**config.mk**
```make
export PLATFORM = sky130hd
export DESIGN_NAME = rawrx_port
export DESIGN_NICKNAME = d
export VERILOG_FILES = /design/src/rtl/rawrx_pkg.sv /design/src/rtl/rawrx_data_gate.sv /design/src/rtl/rawrx_event_gen.sv /design/src/rtl/rawrx_port.sv
export SDC_FILE = /design/constraint.sdc
export NUM_CORES = 1
export LEC_CHECK = 0
export BUFFER_PORTS_ARGS = -buffer_cell sky130_fd_sc_hd__buf_4
export CAP_MARGIN = 0
export CORE_AREA = 2 2 39 41
export CTS_CLUSTER_DIAMETER = 120
export DETAILED_ROUTE_END_ITERATION = 12
export DIE_AREA = 0 0 41 43
export GPL_ROUTABILITY_DRIVEN = 0
export GPL_TIMING_DRIVEN = 0
export PLACE_DENSITY = 0.8
export SLEW_MARGIN = 20
export SYNTH_ARGS = -nofsm -noshare
export SYNTH_HDL_FRONTEND = slang
export SYNTH_SLANG_ARGS = --single-unit
```
**constraint.sdc**
```tcl
create_clock -name clk -period 1.7 [get_ports clk]
set_input_delay 0.085 -clock clk [delete_from_list [all_inputs] [get_ports clk]]
set_output_delay 0.085 -clock clk [all_outputs]
set_load 0.02 [all_outputs]
```
**src/rtl/rawrx_pkg.sv**
```systemverilog
package rawrx_pkg;

    localparam int unsigned BYTE_BITS = 8;

    typedef enum logic [1:0] {
        GATE_OFF = 2'd0,
        GATE_IMM = 2'd1,
        GATE_PRE = 2'd2
    } gate_e;

    typedef enum logic [1:0] {
        SRC_NONE = 2'd0,
        SRC_PRE  = 2'd1,
        SRC_SYNC = 2'd2
    } src_e;

    typedef enum logic {
        KIND_IRQ    = 1'b0,
        KIND_STROBE = 1'b1
    } kind_e;

    typedef struct packed {
        gate_e gate;
        src_e  src;
        kind_e kind;
    } pincfg_t;

    function automatic pincfg_t decode_pincfg(input logic [7:0] code);
        pincfg_t c;
        c = '{gate: GATE_OFF, src: SRC_NONE, kind: KIND_IRQ};
        case (code)
            8'hA0: c = '{gate: GATE_IMM, src: SRC_NONE, kind: KIND_IRQ};
            8'hA1: c = '{gate: GATE_PRE, src: SRC_PRE,  kind: KIND_IRQ};
            8'hA2: c = '{gate: GATE_PRE, src: SRC_PRE,  kind: KIND_STROBE};
            8'hA3: c = '{gate: GATE_IMM, src: SRC_SYNC, kind: KIND_IRQ};
            8'hA4: c = '{gate: GATE_PRE, src: SRC_SYNC, kind: KIND_IRQ};
            8'hA5: c = '{gate: GATE_PRE, src: SRC_SYNC, kind: KIND_STROBE};
            8'hA6: c = '{gate: GATE_IMM, src: SRC_SYNC, kind: KIND_STROBE};
            8'hA7: c = '{gate: GATE_PRE, src: SRC_PRE,  kind: KIND_IRQ};
            8'hA8: c = '{gate: GATE_PRE, src: SRC_SYNC, kind: KIND_STROBE};
            default: c = '{gate: GATE_OFF, src: SRC_NONE, kind: KIND_IRQ};
        endcase
        return c;
    endfunction

    function automatic logic mode_is_raw(input logic [1:0] m);
        return (m == 2'd1) || (m == 2'd2);
    endfunction

endpackage

```
**src/rtl/rawrx_data_gate.sv**
```systemverilog
module rawrx_data_gate
    import rawrx_pkg::*;
(
    input  logic  clk,
    input  logic  rst,
    input  logic  active,
    input  logic  bit_en,
    input  gate_e rule,
    input  logic  pre_det,
    input  logic  rx_bit,
    output logic  rx_data
);

    logic gate_q;
    logic bit_q;

    always_ff @(posedge clk) begin
        if (rst || !active) begin
            gate_q <= 1'b0;
            bit_q  <= 1'b0;
        end else if (bit_en) begin
            gate_q <= gate_q || (rule == GATE_IMM) || ((rule == GATE_PRE) && pre_det);
            bit_q  <= rx_bit;
        end
    end

    assign rx_data = gate_q & bit_q;

    // leaving the receive state closes the gate
    a_r9_gate_clear: assert property (@(posedge clk) disable iff (rst)
        !active |=> !gate_q);

    // once open the gate stays open during the receive state
    a_r4_gate_sticky: assert property (@(posedge clk) disable iff (rst)
        (gate_q && active) |=> gate_q);

    // a preamble rule opens only on a qualified preamble pulse
    a_r4_pre_hold: assert property (@(posedge clk) disable iff (rst)
        ((rule == GATE_PRE) && !gate_q && !(bit_en && pre_det)) |=> !gate_q);

    // an unknown code never opens the gate
    a_r10_gate_shut: assert property (@(posedge clk) disable iff (rst)
        ((rule == GATE_OFF) && !gate_q) |=> !gate_q);

endmodule

```
**src/rtl/rawrx_event_gen.sv**
```systemverilog
module rawrx_event_gen
    import rawrx_pkg::*;
#(
    parameter int unsigned BITS_PER_BYTE = BYTE_BITS
) (
    input  logic  clk,
    input  logic  rst,
    input  logic  active,
    input  logic  bit_en,
    input  logic  pre_det,
    input  logic  sync_det,
    input  src_e  src,
    input  kind_e kind,
    output logic  evt
);

    localparam int unsigned CNT_W = (BITS_PER_BYTE > 1) ? $clog2(BITS_PER_BYTE) : 1;
    localparam logic [CNT_W-1:0] CNT_LAST = CNT_W'(BITS_PER_BYTE - 1);

    logic             irq_q;
    logic             strb_q;
    logic             armed_q;
    logic [CNT_W-1:0] cnt_q;
    logic             trig;

    assign trig = bit_en && (((src == SRC_PRE) && pre_det) ||
                             ((src == SRC_SYNC) && sync_det));

    always_ff @(posedge clk) begin
        if (rst || !active) begin
            irq_q   <= 1'b0;
            strb_q  <= 1'b0;
            armed_q <= 1'b0;
            cnt_q   <= '0;
        end else if (trig) begin
            irq_q   <= 1'b1;
            armed_q <= 1'b1;
            strb_q  <= 1'b0;
            cnt_q   <= '0;
        end else if (bit_en && armed_q) begin
            strb_q <= (cnt_q == '0);
            cnt_q  <= (cnt_q == CNT_LAST) ? '0 : cnt_q + CNT_W'(1);
        end
    end

    assign evt = (kind == KIND_STROBE) ? strb_q : irq_q;

    // the interrupt level holds while the receive state lasts
    a_r6_irq_hold: assert property (@(posedge clk) disable iff (rst)
        (irq_q && active) |=> irq_q);

    // a strobe lasts exactly one bit period
    a_r7_strobe_single: assert property (@(posedge clk) disable iff (rst)
        (strb_q && bit_en && active) |=> !strb_q);

    // leaving the receive state disarms everything
    a_r9_evt_clear: assert property (@(posedge clk) disable iff (rst)
        !active |=> (!irq_q && !strb_q && !armed_q && cnt_q == '0));

    // with no source selected the event line never arms
    a_r10_no_source: assert property (@(posedge clk) disable iff (rst)
        ((src == SRC_NONE) && !armed_q) |=> !armed_q);

endmodule

```
**src/rtl/rawrx_port.sv**
```systemverilog
module rawrx_port
    import rawrx_pkg::*;
(
    input  logic       clk,
    input  logic       rst,
    input  logic       bit_en,
    input  logic       rx_bit,
    input  logic       pre_det,
    input  logic       sync_det,
    input  logic       rx_state,
    input  logic [1:0] data_mode,
    input  logic [7:0] pin_cfg,
    output logic       rx_clk_o,
    output logic       rx_data_o,
    output logic       evt_o
);

    pincfg_t cfg;
    logic    active;

    assign cfg      = decode_pincfg(pin_cfg);
    assign active   = rx_state && mode_is_raw(data_mode);
    assign rx_clk_o = active && bit_en;

    rawrx_data_gate u_gate (
        .clk     (clk),
        .rst     (rst),
        .active  (active),
        .bit_en  (bit_en),
        .rule    (cfg.gate),
        .pre_det (pre_det),
        .rx_bit  (rx_bit),
        .rx_data (rx_data_o)
    );

    rawrx_event_gen #(
        .BITS_PER_BYTE (BYTE_BITS)
    ) u_evt (
        .clk      (clk),
        .rst      (rst),
        .active   (active),
        .bit_en   (bit_en),
        .pre_det  (pre_det),
        .sync_det (sync_det),
        .src      (cfg.src),
        .kind     (cfg.kind),
        .evt      (evt_o)
    );

    // the host clock only runs inside the receive state
    a_r2_clk_gated: assert property (@(posedge clk) disable iff (rst)
        rx_clk_o |-> (rx_state && bit_en));

    // disabled data modes keep data and event quiet
    a_r1_mode_off: assert property (@(posedge clk) disable iff (rst)
        ((data_mode == 2'd0) || (data_mode == 2'd3)) |=> (!rx_data_o && !evt_o));

    // reset clears the outputs on the next cycle
    a_r11_reset: assert property (@(posedge clk)
        rst |=> (!rx_data_o && !evt_o));

endmodule

```
==> results of run 1 <==
## final cells by class
cell class	instances	area [um2]
Multi-Input combinational cell	47	359.1
Tap cell	16	20.02
Fill cell	136	685.7
Sequential cell	7	140.1
Clock buffer	4	26.28
Buffer	4	25.02
Timing Repair Buffer	15	112.6
Inverter	4	15.01
## kinds of logic after synthesis
| group | count (synthesis) | share of synthesized area [%] |
|---|---|---|
| AND/OR/NAND/NOR | 23 | 28.54 |
| AO/OA/AOI/OAI | 16 | 22.04 |
| buffers and inverters | 8 | 7.423 |
| flip-flops | 7 | 25.99 |
| multiplexers | 3 | 5.800 |
| adder cells (fa/ha/maj) | 3 | 6.961 |
| XOR/XNOR | 2 | 3.249 |
## sequential cells by signal, indices dropped and copies added, names as in the netlist
name           cells
u_gate.bit_q       1
u_gate.gate_q      1
u_evt.strb_q       1
u_evt.armed_q      1
u_evt.cnt_q        3
## final timing paths
kind             startpoint        endpoint  slack (ns)  cells after the start
max              pin_cfg[4]           evt_o        0.28                      5
min                  rx_bit    u_gate.bit_q        0.07                      3
max reg2reg  u_evt.cnt_q[0]  u_evt.cnt_q[1]        0.54                      5
min reg2reg   u_gate.gate_q   u_gate.gate_q        0.44                      2
## cell usage after synthesis, types with 2 or more instances
master / instances
nand2_1: 3
o21ba_1: 2
nor3_2: 4
o21ai_1: 2
inv_1: 4
and3_1: 2
dfxtp_1: 7
buf_2: 2
ha_1: 3
a21oi_1: 6
nor2_1: 3
mux2i_1: 2
nor3b_1: 4
## report_power, final
group / total (mW) / internal (mW) / switching, mW / leakage [nW]
Clock: 0.152 / 0.0896 / 0.0623 / 0.0150
Combinational: 0.0729 / 0.0397 / 0.0332 / 0.258
Sequential: 0.165 / 0.165 / 0.000239 / 0.0564
## metrics by stage
step | util, % | setup slack, ns | hold slack [ns]
3_3_place_gp | 48.55 | 0.2605 | 0.3266
2_1_floorplan | - | 0.4058 | 0.2318
5_1_grt | 50.45 | 0.09270 | 0.07901
6_report | 50.45 | 0.2848 | 0.07402
3_5_place_dp | 48.55 | 0.2396 | 0.3395
4_1_cts | 50.45 | 0.2402 | 0.07187
## worst min-delay path, stage by stage
cell     delay (ns)
buf_4          0.08
mux2i_1        0.05
nor2_1         0.08
## layer usage
layer | vias to the layer above | GRT usage [%] | wire length (um)
met1 | 211 | 17.80 | 431
met4 | 0 | 10.00 | 0
li1 | 265 | - | -
met5 | - | 0 | 0
met2 | 6 | 19.38 | 538
met3 | 0 | 1.571 | 13
==> results_dict.tcl, run 1 <==
set metrics [dict create \
    overflow 0 \
    die_x_um 41 \
    grt_pass1_vias 410 \
    ctsResizeCount 0 \
    start_util_pct 38.97 \
    crit_chain "buf_4 -> nor4bb_1 -> o311ai_1 -> mux2_1 -> buf_4" \
    nets 102 \
    h-tree-depth 1 \
    hold_class "input port to flop" \
    worst_ir_drop_vdd_mv 0.3617 \
    final_common_cell "buf_4" \
    grtUsageTotal_pct 13.58 \
    yosysWarnings 0 \
    cp_num_buf_inv 2 \
    cp_slowest_stage_delay_ns 0.44 \
    hold_viol_final 0 \
    clkSlewWorstSetupHoldPaths_ns 0.06 \
    period_share_pct 83.25 \
    arrival_ns 1.33 \
    ys_types 31 \
    critPathRequiredTime_ns 1.62 \
    cp_common_cell "buf_4" \
    async_flop_share_pct 0 \
    dp.cells 93 \
    synth_fp_nets 82 \
    placed_area_um2 671.9 \
    floorplan.rows 14 \
    maxCapViolations 0 \
    syn_inst 62 \
    p_total_mw 0.3899 \
    drc 0 \
    syn_to_final_growth_pct 29.47 \
    cp-end-kind "primary output" \
    crit_family "simple AND/OR/NAND/NOR gates" \
    ant_nets 0 \
    setup_viol 0 \
    dieArea_mm2 0.001763 \
    p_leak_nw 0.3296 \
    setup.worst_path.start_class "input port" \
    post-cts-setup-buffers 0 \
    drt-wirelength-per-cell_um 10.13 \
    clk_latency_ns 0.25 \
    ys.flop_type "dfxtp_1" \
    io_pins 20 \
    dr.first_iter.drc_count 5 \
    hold_buffers 0 \
    clock_path_buffers 2 \
    core_mm2 0.001384 \
    stdcell_area_um2 698.2 \
    drt_pass1_iterations 2 \
    grt_pass1_wl_um 1642 \
    via_count 482 \
    drt_wl_total_um 983 \
    stdcell_count 97 \
    ys_ff_latch 7 \
    cts_buffers 3 \
    yosysTopAreaCell "dfxtp_1" \
    layout_min_cycle_time_ns 1.415 \
    synth-edff-count 0 \
    hpwl_um 808.1 \
    grt_max_degree 11 \
    layout_common_cells "15 x buf_4, 7 x dfxtp_1, 6 x a21oi_1" \
    fin_skew_ns 0.005371 \
    fmax_mhz 706.6 \
    cts-root-buf "clkbuf_4" \
    yosys-top-cells-area "dfxtp_1 26%, nor3_2 7.4%, ha_1 7.0%" \
    antenna_found_initial 0 \
    slew_violations 0 \
    finalSetupTns_ns 0 \
    viasPerCell 4.969 \
    cp_max_fo 3 \
    critPathKind "input port to primary output" \
    critPathSlowestCell "nor4bb_1" \
    place.port_buffers 15 \
    syn_avg_cell_area_um2 8.698 \
    die_h_um 43 \
    drive_above_1_share_pct 32.10 \
    worst_pin_slew_ns 0.4582 \
    synth_top_area_share_pct 25.99 \
    max_slew_margin_pct 69.04 \
    clock-sinks 7 \
    rsz0062_at_grt "false" \
    outcome "finished clean" \
    cts_tree "yes" \
    yosysSeqAreaShare_pct 25.99 \
    power.density_mw_per_mm2 558.5 \
    n_antenna_cell 0 \
    syn_area_um2 539.3 \
]
Note: power is estimated with default switching activity, not from simulation.
==> inputs of run 2 (changes only) <==
Settings changed: CORE_AREA 2 2 39 41 to unset, CORE_UTILIZATION set to 41, DIE_AREA 0 0 41 43 to unset, PLACE_DENSITY 0.8 to 0.83.
Clock period 1.7 ns to 1.3 ns, I/O delays scaled along.
==> results_dict.tcl, run 2 (synthesis results as in run 1) <==
set metrics [dict create \
    worstHoldEndpoint "u_gate.bit_q" \
    place.port_buffers 15 \
    drt_pass1_iterations 4 \
    final_util_pct 62.18 \
    setup.worst_path.start_class "input port" \
    hold_class "input port to flop" \
    pre_cts_ws_ns -0.09237 \
    power.density_mw_per_mm2 726.1 \
    top_register "u_evt.cnt_q" \
    slew_violations 0 \
    crit_family "simple AND/OR/NAND/NOR gates" \
    holdPathStages 3 \
    viasPerCell 5.316 \
    h-tree-depth 1 \
    r2r-start "u_evt.cnt_q[0]" \
    cts_buffers 3 \
    layout_min_cycle_time_ns 1.216 \
    placed_area_um2 669.4 \
    clk_latency_ns 0.26 \
    rsz0062_at_grt "false" \
    dieArea_mm2 0.001464 \
    fin_skew_ns 0.008916 \
    die_h_um 38.27 \
    nets 102 \
    antenna_found_initial 0 \
    largest_reg_flops 3 \
    cp-end-kind "primary output" \
    start_util_pct 46.05 \
    grt_pass1_wl_um 1828 \
    setup_viol 0 \
    reg2reg_depth 5 \
    core_mm2 0.001171 \
    syn_to_final_growth_pct 35.03 \
    fmax_mhz 822.3 \
    cts_tree "yes" \
    reg2reg_slack_ns 0.09 \
    worst_ir_drop_vdd_mv 0.3948 \
    layout_setup_ws_ns 0.08387 \
    dr.first_iter.drc_count 9 \
    drive_above_1_share_pct 38.27 \
    overflow 0 \
    cts-root-buf "clkbuf_4" \
    ant_nets 0 \
    critPathSlowestCell "nor4bb_4" \
    clock_path_buffers 2 \
    stdcell_area_um2 728.2 \
    drt_wl_total_um 1066 \
    crit_chain "buf_4 -> nor4bb_4 -> o311ai_2 -> mux2_4 -> buf_4" \
    clkSlewWorstSetupHoldPaths_ns 0.05 \
    cp_slowest_stage_delay_ns 0.34 \
    period_share_pct 93.55 \
    layout_common_cells "15 x buf_4, 7 x dfxtp_1, 6 x a21oi_1, 4 x inv_1, 4 x nor3_2" \
    hold_viol_final 0 \
    finalSetupTns_ns 0 \
    maxCapViolations 0 \
    drt-wirelength-per-cell_um 11.22 \
    cp_num_buf_inv 2 \
    min_from "rx_bit" \
    floorplan.rows 12 \
    max_slew_margin_pct 77.81 \
    outcome "finished clean" \
    r2r_end "u_evt.cnt_q[1]" \
    grtUsageTotal_pct 18.27 \
    hpwl_um 785 \
    n_antenna_cell 0 \
    cp_common_cell "buf_4" \
    via_count 505 \
    final_common_cell "buf_4" \
    worst_pin_slew_ns 0.3319 \
    p_total_mw 0.5288 \
    grt_max_degree 11 \
    cp_max_fo 3 \
    io_pins 20 \
    critPathRequiredTime_ns 1.24 \
    grt_pass1_vias 447 \
    arrival_ns 1.15 \
    clock-sinks 7 \
    drc 0 \
    p_leak_nw 0.3436 \
    die_x_um 38.27 \
    critPathKind "input port to primary output" \
]
[run 2: metrics by stage]
step / std cells / hold slack [ns]
final: 95 / 0.06668
after global routing: 95 / 0.09090
after CTS: 95 / 0.05304
after detailed placement: 91 / 0.3080
after global placement: 91 / 0.3098
after floorplan: 62 / 0.2118
[run 2: how the worst max path moves through the flow]
stage	endpoint	slack, ns	from	cells past startpoint
final	evt_o	0.08	pin_cfg[6]	5
after global routing	evt_o	0.01	pin_cfg[6]	5
after CTS	evt_o	0.005	pin_cfg[4]	5
after detailed placement	evt_o	-0.09	pin_cfg[4]	5
after global placement	evt_o	-0.09	pin_cfg[4]	5
after floorplan	u_evt.armed_q	0.03	pin_cfg[3]	5
[run 2: timing repair]
item | in CTS | in global routing
setup endpoints to repair | 1 | 2
hold buffers | 0 | 0
pin swaps | 0 | 2
setup buffers | 0 | 0
cloned | 0 | 0
resized for setup | 1 | 6
[run 2: layer usage]
layer  wire [um]  share of wire (%)  track usage [%]
met5           0                  0                0
met4          14                1.3            16.07
met3          23                2.2                0
met2         507                 48            27.12
met1         521                 49            24.20
[run 2: layout make-up]
cell class / count / area, um2
Multi-Input combinational cell: 47 / 390.4
Timing Repair Buffer: 15 / 112.6
Buffer: 4 / 26.28
Sequential cell: 7 / 140.1
Inverter: 4 / 15.01
Tap cell: 14 / 17.52
Fill cell: 105 / 442.9
Clock buffer: 4 / 26.28
[run 2: tightest hold or removal path: cells and delay by family]
family | cells | cell delay, ns
buffers and inverters | 1 | 0.08
AND/OR/NAND/NOR | 1 | 0.08
multiplexers | 1 | 0.05
[run 2: report_power, final]
| group | leakage (nW) | internal, mW | switching [mW] | total (mW) |
|---|---|---|---|---|
| Clock | 0.0150 | 0.118 | 0.0918 | 0.210 |
| Combinational | 0.272 | 0.0559 | 0.0475 | 0.103 |
| Sequential | 0.0564 | 0.215 | 0.000336 | 0.216 |
| Total | 0.344 | 0.389 | 0.140 | 0.529 |
